--- src/rtl/osg_pkg.sv ---
package osg_pkg;

  // Sources that can drive the diagnostic flag high.
  typedef struct packed {
    logic disabled;
    logic thermal;
    logic bias;
    logic latched;
    logic open_rep;
  } osg_diag_src_t;

  function automatic logic diag_level(input osg_diag_src_t s, input logic stop_mode,
                                      input logic pwm_phase);
    return s.disabled | s.thermal | s.bias | s.latched |
           (s.open_rep & (stop_mode | pwm_phase));
  endfunction

endpackage

--- src/rtl/osg_tick.sv ---
module osg_tick #(
  parameter int unsigned DIV = 100000
) (
  input  logic clk,
  input  logic rst_n,
  output logic tick
);

  localparam int unsigned CW = (DIV > 1) ? $clog2(DIV) : 1;

  logic [CW-1:0] cnt_q;
  logic [CW-1:0] cnt_d;

  always_comb begin
    tick  = (cnt_q == CW'(DIV - 1));
    cnt_d = tick ? '0 : cnt_q + 1'b1;
  end

  always_ff @(posedge clk or negedge rst_n) begin
    if (!rst_n) cnt_q <= '0;
    else        cnt_q <= cnt_d;
  end

endmodule

--- src/rtl/osg_qual.sv ---
module osg_qual #(
  parameter int unsigned QUAL_TICKS = 2
) (
  input  logic clk,
  input  logic rst_n,
  input  logic tick,
  input  logic restart,
  input  logic raw,
  output logic qual
);

  localparam int unsigned QW = $clog2(QUAL_TICKS + 1);

  logic [QW-1:0] cnt_q;
  logic [QW-1:0] cnt_d;

  assign qual = (cnt_q == QW'(QUAL_TICKS));

  always_comb begin
    cnt_d = cnt_q;
    if (restart || !raw)      cnt_d = '0;
    else if (tick && !qual)   cnt_d = cnt_q + 1'b1;
  end

  always_ff @(posedge clk or negedge rst_n) begin
    if (!rst_n) cnt_q <= '0;
    else        cnt_q <= cnt_d;
  end

  assert_drop_restarts_R3: assert property (@(posedge clk) disable iff (!rst_n)
    !raw |=> !qual);

  assert_qual_needs_flag_R3: assert property (@(posedge clk) disable iff (!rst_n)
    $rose(qual) |-> $past(raw));

endmodule

--- src/rtl/osg_latch.sv ---
module osg_latch (
  input  logic clk,
  input  logic rst_n,
  input  logic arm,
  input  logic open_any,
  input  logic enable_n,
  input  logic diag_reset,
  input  logic uvlo,
  output logic latched,
  output logic clear_evt
);

  logic en_prev_q;
  logic latched_d;
  logic en_toggle;

  always_comb begin
    en_toggle = enable_n ^ en_prev_q;
    clear_evt = diag_reset | en_toggle | uvlo;
    latched_d = latched;
    if (clear_evt)            latched_d = 1'b0;
    else if (arm && open_any) latched_d = 1'b1;
  end

  always_ff @(posedge clk or negedge rst_n) begin
    if (!rst_n) begin
      latched   <= 1'b0;
      en_prev_q <= 1'b1;
    end else begin
      latched   <= latched_d;
      en_prev_q <= enable_n;
    end
  end

  assert_diag_reset_clears_R8: assert property (@(posedge clk) disable iff (!rst_n)
    diag_reset |=> !latched);

  assert_uvlo_clears_R10: assert property (@(posedge clk) disable iff (!rst_n)
    uvlo |=> !latched);

  assert_latch_needs_option_R7: assert property (@(posedge clk) disable iff (!rst_n)
    $rose(latched) |-> $past(arm));

endmodule

--- src/rtl/openstring_guard.sv ---
module openstring_guard #(
  parameter int unsigned NCH        = 8,
  parameter int unsigned TICK_DIV   = 100000,
  parameter int unsigned QUAL_TICKS = 2
) (
  input  logic           clk,
  input  logic           rst_n,
  input  logic           enable_n,
  input  logic           latch_off_n,
  input  logic           stop,
  input  logic           pwm_on,
  input  logic           supply_ok,
  input  logic           uvlo,
  input  logic           diag_reset,
  input  logic [NCH-1:0] chan_open,
  input  logic [NCH-1:0] chan_grounded,
  input  logic           chain_open,
  input  logic           thermal,
  input  logic           bias_fault,
  output logic           all_off,
  output logic           diag_high
);

  import osg_pkg::*;

  localparam int unsigned NSRC = NCH + 1;

  logic            ms_tick;
  logic            mask_arm_q, mask_arm_d;
  logic [NCH-1:0]  mask_q, mask_d;
  logic            det_active;
  logic [NSRC-1:0] raw_src;
  logic [NSRC-1:0] qual_src;
  logic            open_any;
  logic            latched;
  logic            clear_evt;
  logic            all_off_d;
  logic            diag_d;
  osg_diag_src_t   dsrc;

  // Grounded-channel mask, captured once per power-up.
  always_comb begin
    mask_arm_d = mask_arm_q;
    mask_d     = mask_q;
    if (uvlo) begin
      mask_arm_d = 1'b1;
      mask_d     = '0;
    end else if (mask_arm_q && supply_ok) begin
      mask_arm_d = 1'b0;
      mask_d     = chan_grounded;
    end
  end

  always_ff @(posedge clk or negedge rst_n) begin
    if (!rst_n) begin
      mask_arm_q <= 1'b1;
      mask_q     <= '0;
    end else begin
      mask_arm_q <= mask_arm_d;
      mask_q     <= mask_d;
    end
  end

  assign det_active = supply_ok & ~uvlo & ~mask_arm_q & ~enable_n;
  assign raw_src    = {chain_open & det_active, chan_open & ~mask_q & {NCH{det_active}}};

  osg_tick #(.DIV(TICK_DIV)) u_tick (
    .clk   (clk),
    .rst_n (rst_n),
    .tick  (ms_tick)
  );

  for (genvar g = 0; g < NSRC; g++) begin : g_qual
    osg_qual #(.QUAL_TICKS(QUAL_TICKS)) u_qual (
      .clk     (clk),
      .rst_n   (rst_n),
      .tick    (ms_tick),
      .restart (clear_evt),
      .raw     (raw_src[g]),
      .qual    (qual_src[g])
    );
  end

  assign open_any = |qual_src;

  osg_latch u_latch (
    .clk        (clk),
    .rst_n      (rst_n),
    .arm        (~latch_off_n),
    .open_any   (open_any),
    .enable_n   (enable_n),
    .diag_reset (diag_reset),
    .uvlo       (uvlo),
    .latched    (latched),
    .clear_evt  (clear_evt)
  );

  always_comb begin
    dsrc.disabled = enable_n;
    dsrc.thermal  = thermal;
    dsrc.bias     = bias_fault;
    dsrc.latched  = latched;
    dsrc.open_rep = open_any;
    all_off_d     = enable_n | thermal | latched;
    diag_d        = diag_level(dsrc, stop, pwm_on);
  end

  always_ff @(posedge clk or negedge rst_n) begin
    if (!rst_n) begin
      all_off   <= 1'b1;
      diag_high <= 1'b1;
    end else begin
      all_off   <= all_off_d;
      diag_high <= diag_d;
    end
  end

  assert_disabled_state_R2: assert property (@(posedge clk) disable iff (!rst_n)
    enable_n |=> (all_off && diag_high));

  assert_thermal_kills_R12: assert property (@(posedge clk) disable iff (!rst_n)
    thermal |=> (all_off && diag_high));

  assert_bias_reports_R12: assert property (@(posedge clk) disable iff (!rst_n)
    bias_fault |=> diag_high);

  assert_mask_held_R5: assert property (@(posedge clk) disable iff (!rst_n)
    (!mask_arm_q && !uvlo) |=> $stable(mask_q));

  assert_tail_offphase_quiet_R11: assert property (@(posedge clk) disable iff (!rst_n)
    (!enable_n && !thermal && !bias_fault && !latched && !stop && !pwm_on) |=> !diag_high);

endmodule

--- config.mk ---
export PLATFORM = sky130hd
export DESIGN_NAME = openstring_guard
export DESIGN_NICKNAME = d
export VERILOG_FILES = /design/src/rtl/osg_pkg.sv /design/src/rtl/osg_tick.sv /design/src/rtl/osg_qual.sv /design/src/rtl/osg_latch.sv /design/src/rtl/openstring_guard.sv
export SDC_FILE = /design/constraint.sdc
export NUM_CORES = 1
export LEC_CHECK = 0
export ABC_CLOCK_PERIOD_IN_PS = 1590
export BUFFER_PORTS_ARGS = -buffer_cell sky130_fd_sc_hd__clkbuf_2
export CAP_MARGIN = 10
export CORE_ASPECT_RATIO = 1.25
export CORE_UTILIZATION = 30
export CTS_CLUSTER_SIZE = 16
export DETAILED_ROUTE_END_ITERATION = 7
export GPL_TIMING_DRIVEN = 0
export PLACE_DENSITY = 0.53
export SLEW_MARGIN = 20
export SYNTH_ARGS = -nofsm -noshare
export SYNTH_HDL_FRONTEND = slang
export SYNTH_SLANG_ARGS = --single-unit
--- constraint.sdc ---
create_clock -name clk -period 1.59 [get_ports clk]
set_input_delay 0.0795 -clock clk [delete_from_list [all_inputs] [get_ports clk]]
set_output_delay 0.0795 -clock clk [all_outputs]
set_load 0.01 [all_outputs]
==> summary.txt <==
Layout
  • Layout cells sized above 1: roughly 30%
  • Total Nets Final: roughly 330
  • Layout Utilization: about two fifths
  • Area Overhead vs Synth: 30.3%
  • Ant diodes: 0

Worst hold path
  • Hold path start: chan_grounded[5]
  • HP Class: input pin to flop

Timing
  • Setup Total Neg Slack: -2.71 ns
  • Peak Freq: roughly 560 MHz
  • Setup Viol. Count Final: 19
  • Unrepaired setup endpoints after global routing: true
  • Fin crit share: 112%
  • Setup ws final: -0.188 ns
  • Worst Skew: 0.00710 ns
  • Max-slew violations: 0
  • Hold slack: about 0.015 ns
  • Max-slew headroom: ~56%
  • Tmin final: roughly 1.8 ns
  • Final hold vios: 0
  • Worst-margin pin slew: approximately 0.67 ns

Synthesis
  • Mapped cell area: roughly 2400 sq um
  • Post-synthesis cell type count: 30
  • Top-count cell post-synth: dfrtp_1
  • Post-synth EDFFs: 0
  • Syn Inst Count: 238
  • Main area contributors after synthesis: dfrtp_1 46%, a21oi_1 5.7%, ha_1 5.3%, or3_1 5.0%, dfstp_2 4.4%
  • FF+latch count, synth: 48
  • Post-synth top area cell: dfrtp_1
  • Register area share after synthesis: 50.8%
  • Post-Syn Nets: around 280
  • Ys flop type: dfrtp_1
  • Synth async-reset ratio: 100%
  • Synth top cells by count: 44 x dfrtp_1, 27 x a21oi_1, 19 x o21ai_0, 19 x or3_1
  • Syn_area_per_cell: approximately 10 sq um
  • Post-synth top area share: a little under half
  • Synth warn: 0

Clocking
  • Clock Root Buffer: clkbuf_8
  • Htree depth: 2
  • Clock slew at reported path FFs: 0.09 ns
  • Number of clock buffers inserted by TritonCTS: 5
  • Clk Latency, worst-skew pair: roughly 0.30 ns
  • Clk sinks: 48
  • TritonCTS clock tree: built
  • Clock buffer depth: 2

Route
  • Routed WL per cell: approximately 13 microns
  • Routed Antenna Nets: 0
  • Final wirelength: 5130 microns
  • Post-route DRC: 0
  • Via-to-Cell Ratio: between 4 and 5
  • Total vias in the final route: roughly 1900
  • Pre-antenna DRT Iters: 4
  • Detailed Route Iter0 Violations: 38

Placement
  • Port Buffer Count: 28
  • Setup WS pre-CTS: -0.282 ns
  • Placer congestion estimate: slightly above 0.7
  • Placed wire-length estimate: roughly 3400 microns

Floorplanning
  • Core Region: roughly 7500 sq um
  • Die X-Extent: 81.6 microns
  • Site row count: 35
  • Starting Density: a little under a third
  • # IOs: 30
  • Die Span Y: 101 microns
  • Die area: about 8300 sq um

Global routing
  • Largest net degree at the start of global routing: slightly below 50
  • Initial antenna violation count: 0
  • First-pass GRT wire length: just under 9000 microns
  • Vias in the first global route: 1924
  • Overflow after GRT: 0
  • GRT Util Overall: between 10% and 20%

Critical path
  • Type of the worst setup path: flop to flop
  • Crit Path Max Fanout: 10
  • Critical R2R Launch: u_tick.cnt_q[0]
  • Element type at the critical path end: flop
  • Critical path origin: u_tick.cnt_q[0]
  • Reg-to-reg slack, setup: -0.19 ns
  • Crit path required time: between 1.5 and 2 ns
  • Worst EP arrival: just over 2 ns
  • Worst Setup Start Kind: flop

Run status
  • Outcome: finished with violations
  • Failing checks: setup timing

Pwr
  • Power, Total: around 2.1 mW
  • Worst VDD drop: around 0.36 mV
  • Pleak: 1.28 nW
  • Pwr dens: 691 nW/um^2

Flow run
  • Max Cap Viol: 0
-- flip-flops by register name (all words and copies together), names as in the netlist --
signal / count
mask_arm_q: 1
u_tick.cnt_q: 17
g_qual.u_qual.cnt_q: 18
u_latch.en_prev_q: 1
u_latch.latched: 1
all_off: 1
diag_high: 1
mask_q: 8
-- cell usage in the layout, fill, tap and decap left out, types with 2 or more instances in the layout --
cell type	Yosys	final
dfrtp_1	44	41
clkbuf_2	0	27
a21oi_1	27	19
nand2_1	16	15
nand3_1	16	15
or3_1	19	14
inv_1	13	12
o21ai_0	19	11
nor2_1	10	10
dlygate4sd3_1	0	9
xnor2_1	9	8
o21ai_1	0	8
nand3b_1	8	8
a21oi_2	0	8
buf_4	0	7
or3_4	1	6
xor2_1	6	6
ha_1	10	6
clkbuf_8	0	6
nand4_1	4	4
clkbuf_1	6	4
nor3_1	6	4
dfstp_2	4	4
buf_6	2	3
nor4_1	4	3
ha_4	0	3
dfrtp_2	0	3
and4bb_2	2	2
nor4_4	0	2
nor3_4	0	2
and2_1	2	2
clkbuf_4	0	2
clkinv_2	0	2
buf_12	0	2
-- cell type report --
cell class | count | area [sq um]
buffer | 8 | 60.1
clock buffer | 6 | 82.6
clock inverter | 2 | 10.0
fill | 768 | 4440
inverter | 13 | 48.8
multi-input combinational | 168 | 1230
sequential | 48 | 1210
tap | 92 | 115
timing repair buffer | 47 | 337
-- critical path, cell delays in order (launching register included) --
cell and delay, ns:
dfrtp_1 0.42, ha_4 0.17, and4_4 0.22, nand4_1 0.15, buf_6 0.18, buf_8 0.13, or3_4 0.32, a21oi_2 0.13
-- logic make-up after synthesis --
group	synth area share, %
simple gates	23.8
flops	50.8
compound gates	10.0
buf+inv	4.16
xor+xnor	5.53
fa+ha+maj	5.27
mux	0.422
-- stage by stage --
| stage | area, sq um | instances |
|---|---|---|
| after floorplan | 2380 | 238 |
| after global placement | 2640 | 358 |
| after detailed placement | 2640 | 358 |
| after CTS | 2960 | 380 |
| after global routing | 3090 | 384 |
| final | 3090 | 384 |
-- timing repair --
action                                  CTS  global route
hold endpoints to repair                 52             0
pin swaps                                 5            16
setup buffers                             6             4
endpoints found under the setup margin   30            22
resized for setup                        22            26
hold buffers                              9             0
-- final timing paths --
| kind | to | cells past startpoint |
|---|---|---|
| worst max-delay path | g_qual[5].u_qual.cnt_q[1] | 7 |
| max in group asynchronous | u_tick.cnt_q[12] | 2 |
| worst max register to register | g_qual[5].u_qual.cnt_q[1] | 7 |
| worst min register to register | all_off | 1 |
| worst min-delay path | mask_q[5] | 3 |
| min in group asynchronous | u_tick.cnt_q[4] | 2 |
-- power breakdown --
part           switching [mW]  internal [mW]  total, mW
clock                   0.418          0.348      0.766
sequential            0.00659           1.24       1.25
combinational          0.0677         0.0579      0.126
-- per-layer routing --
metal,GRT usage [%],routed length (microns),vias up
met3,3.15,163,6
met1,17.2,2330,896
li1,-,-,941
met2,23.8,2560,34
met5,0,0,-
met4,4.86,78,0
Power figures use the tool's default switching activity.
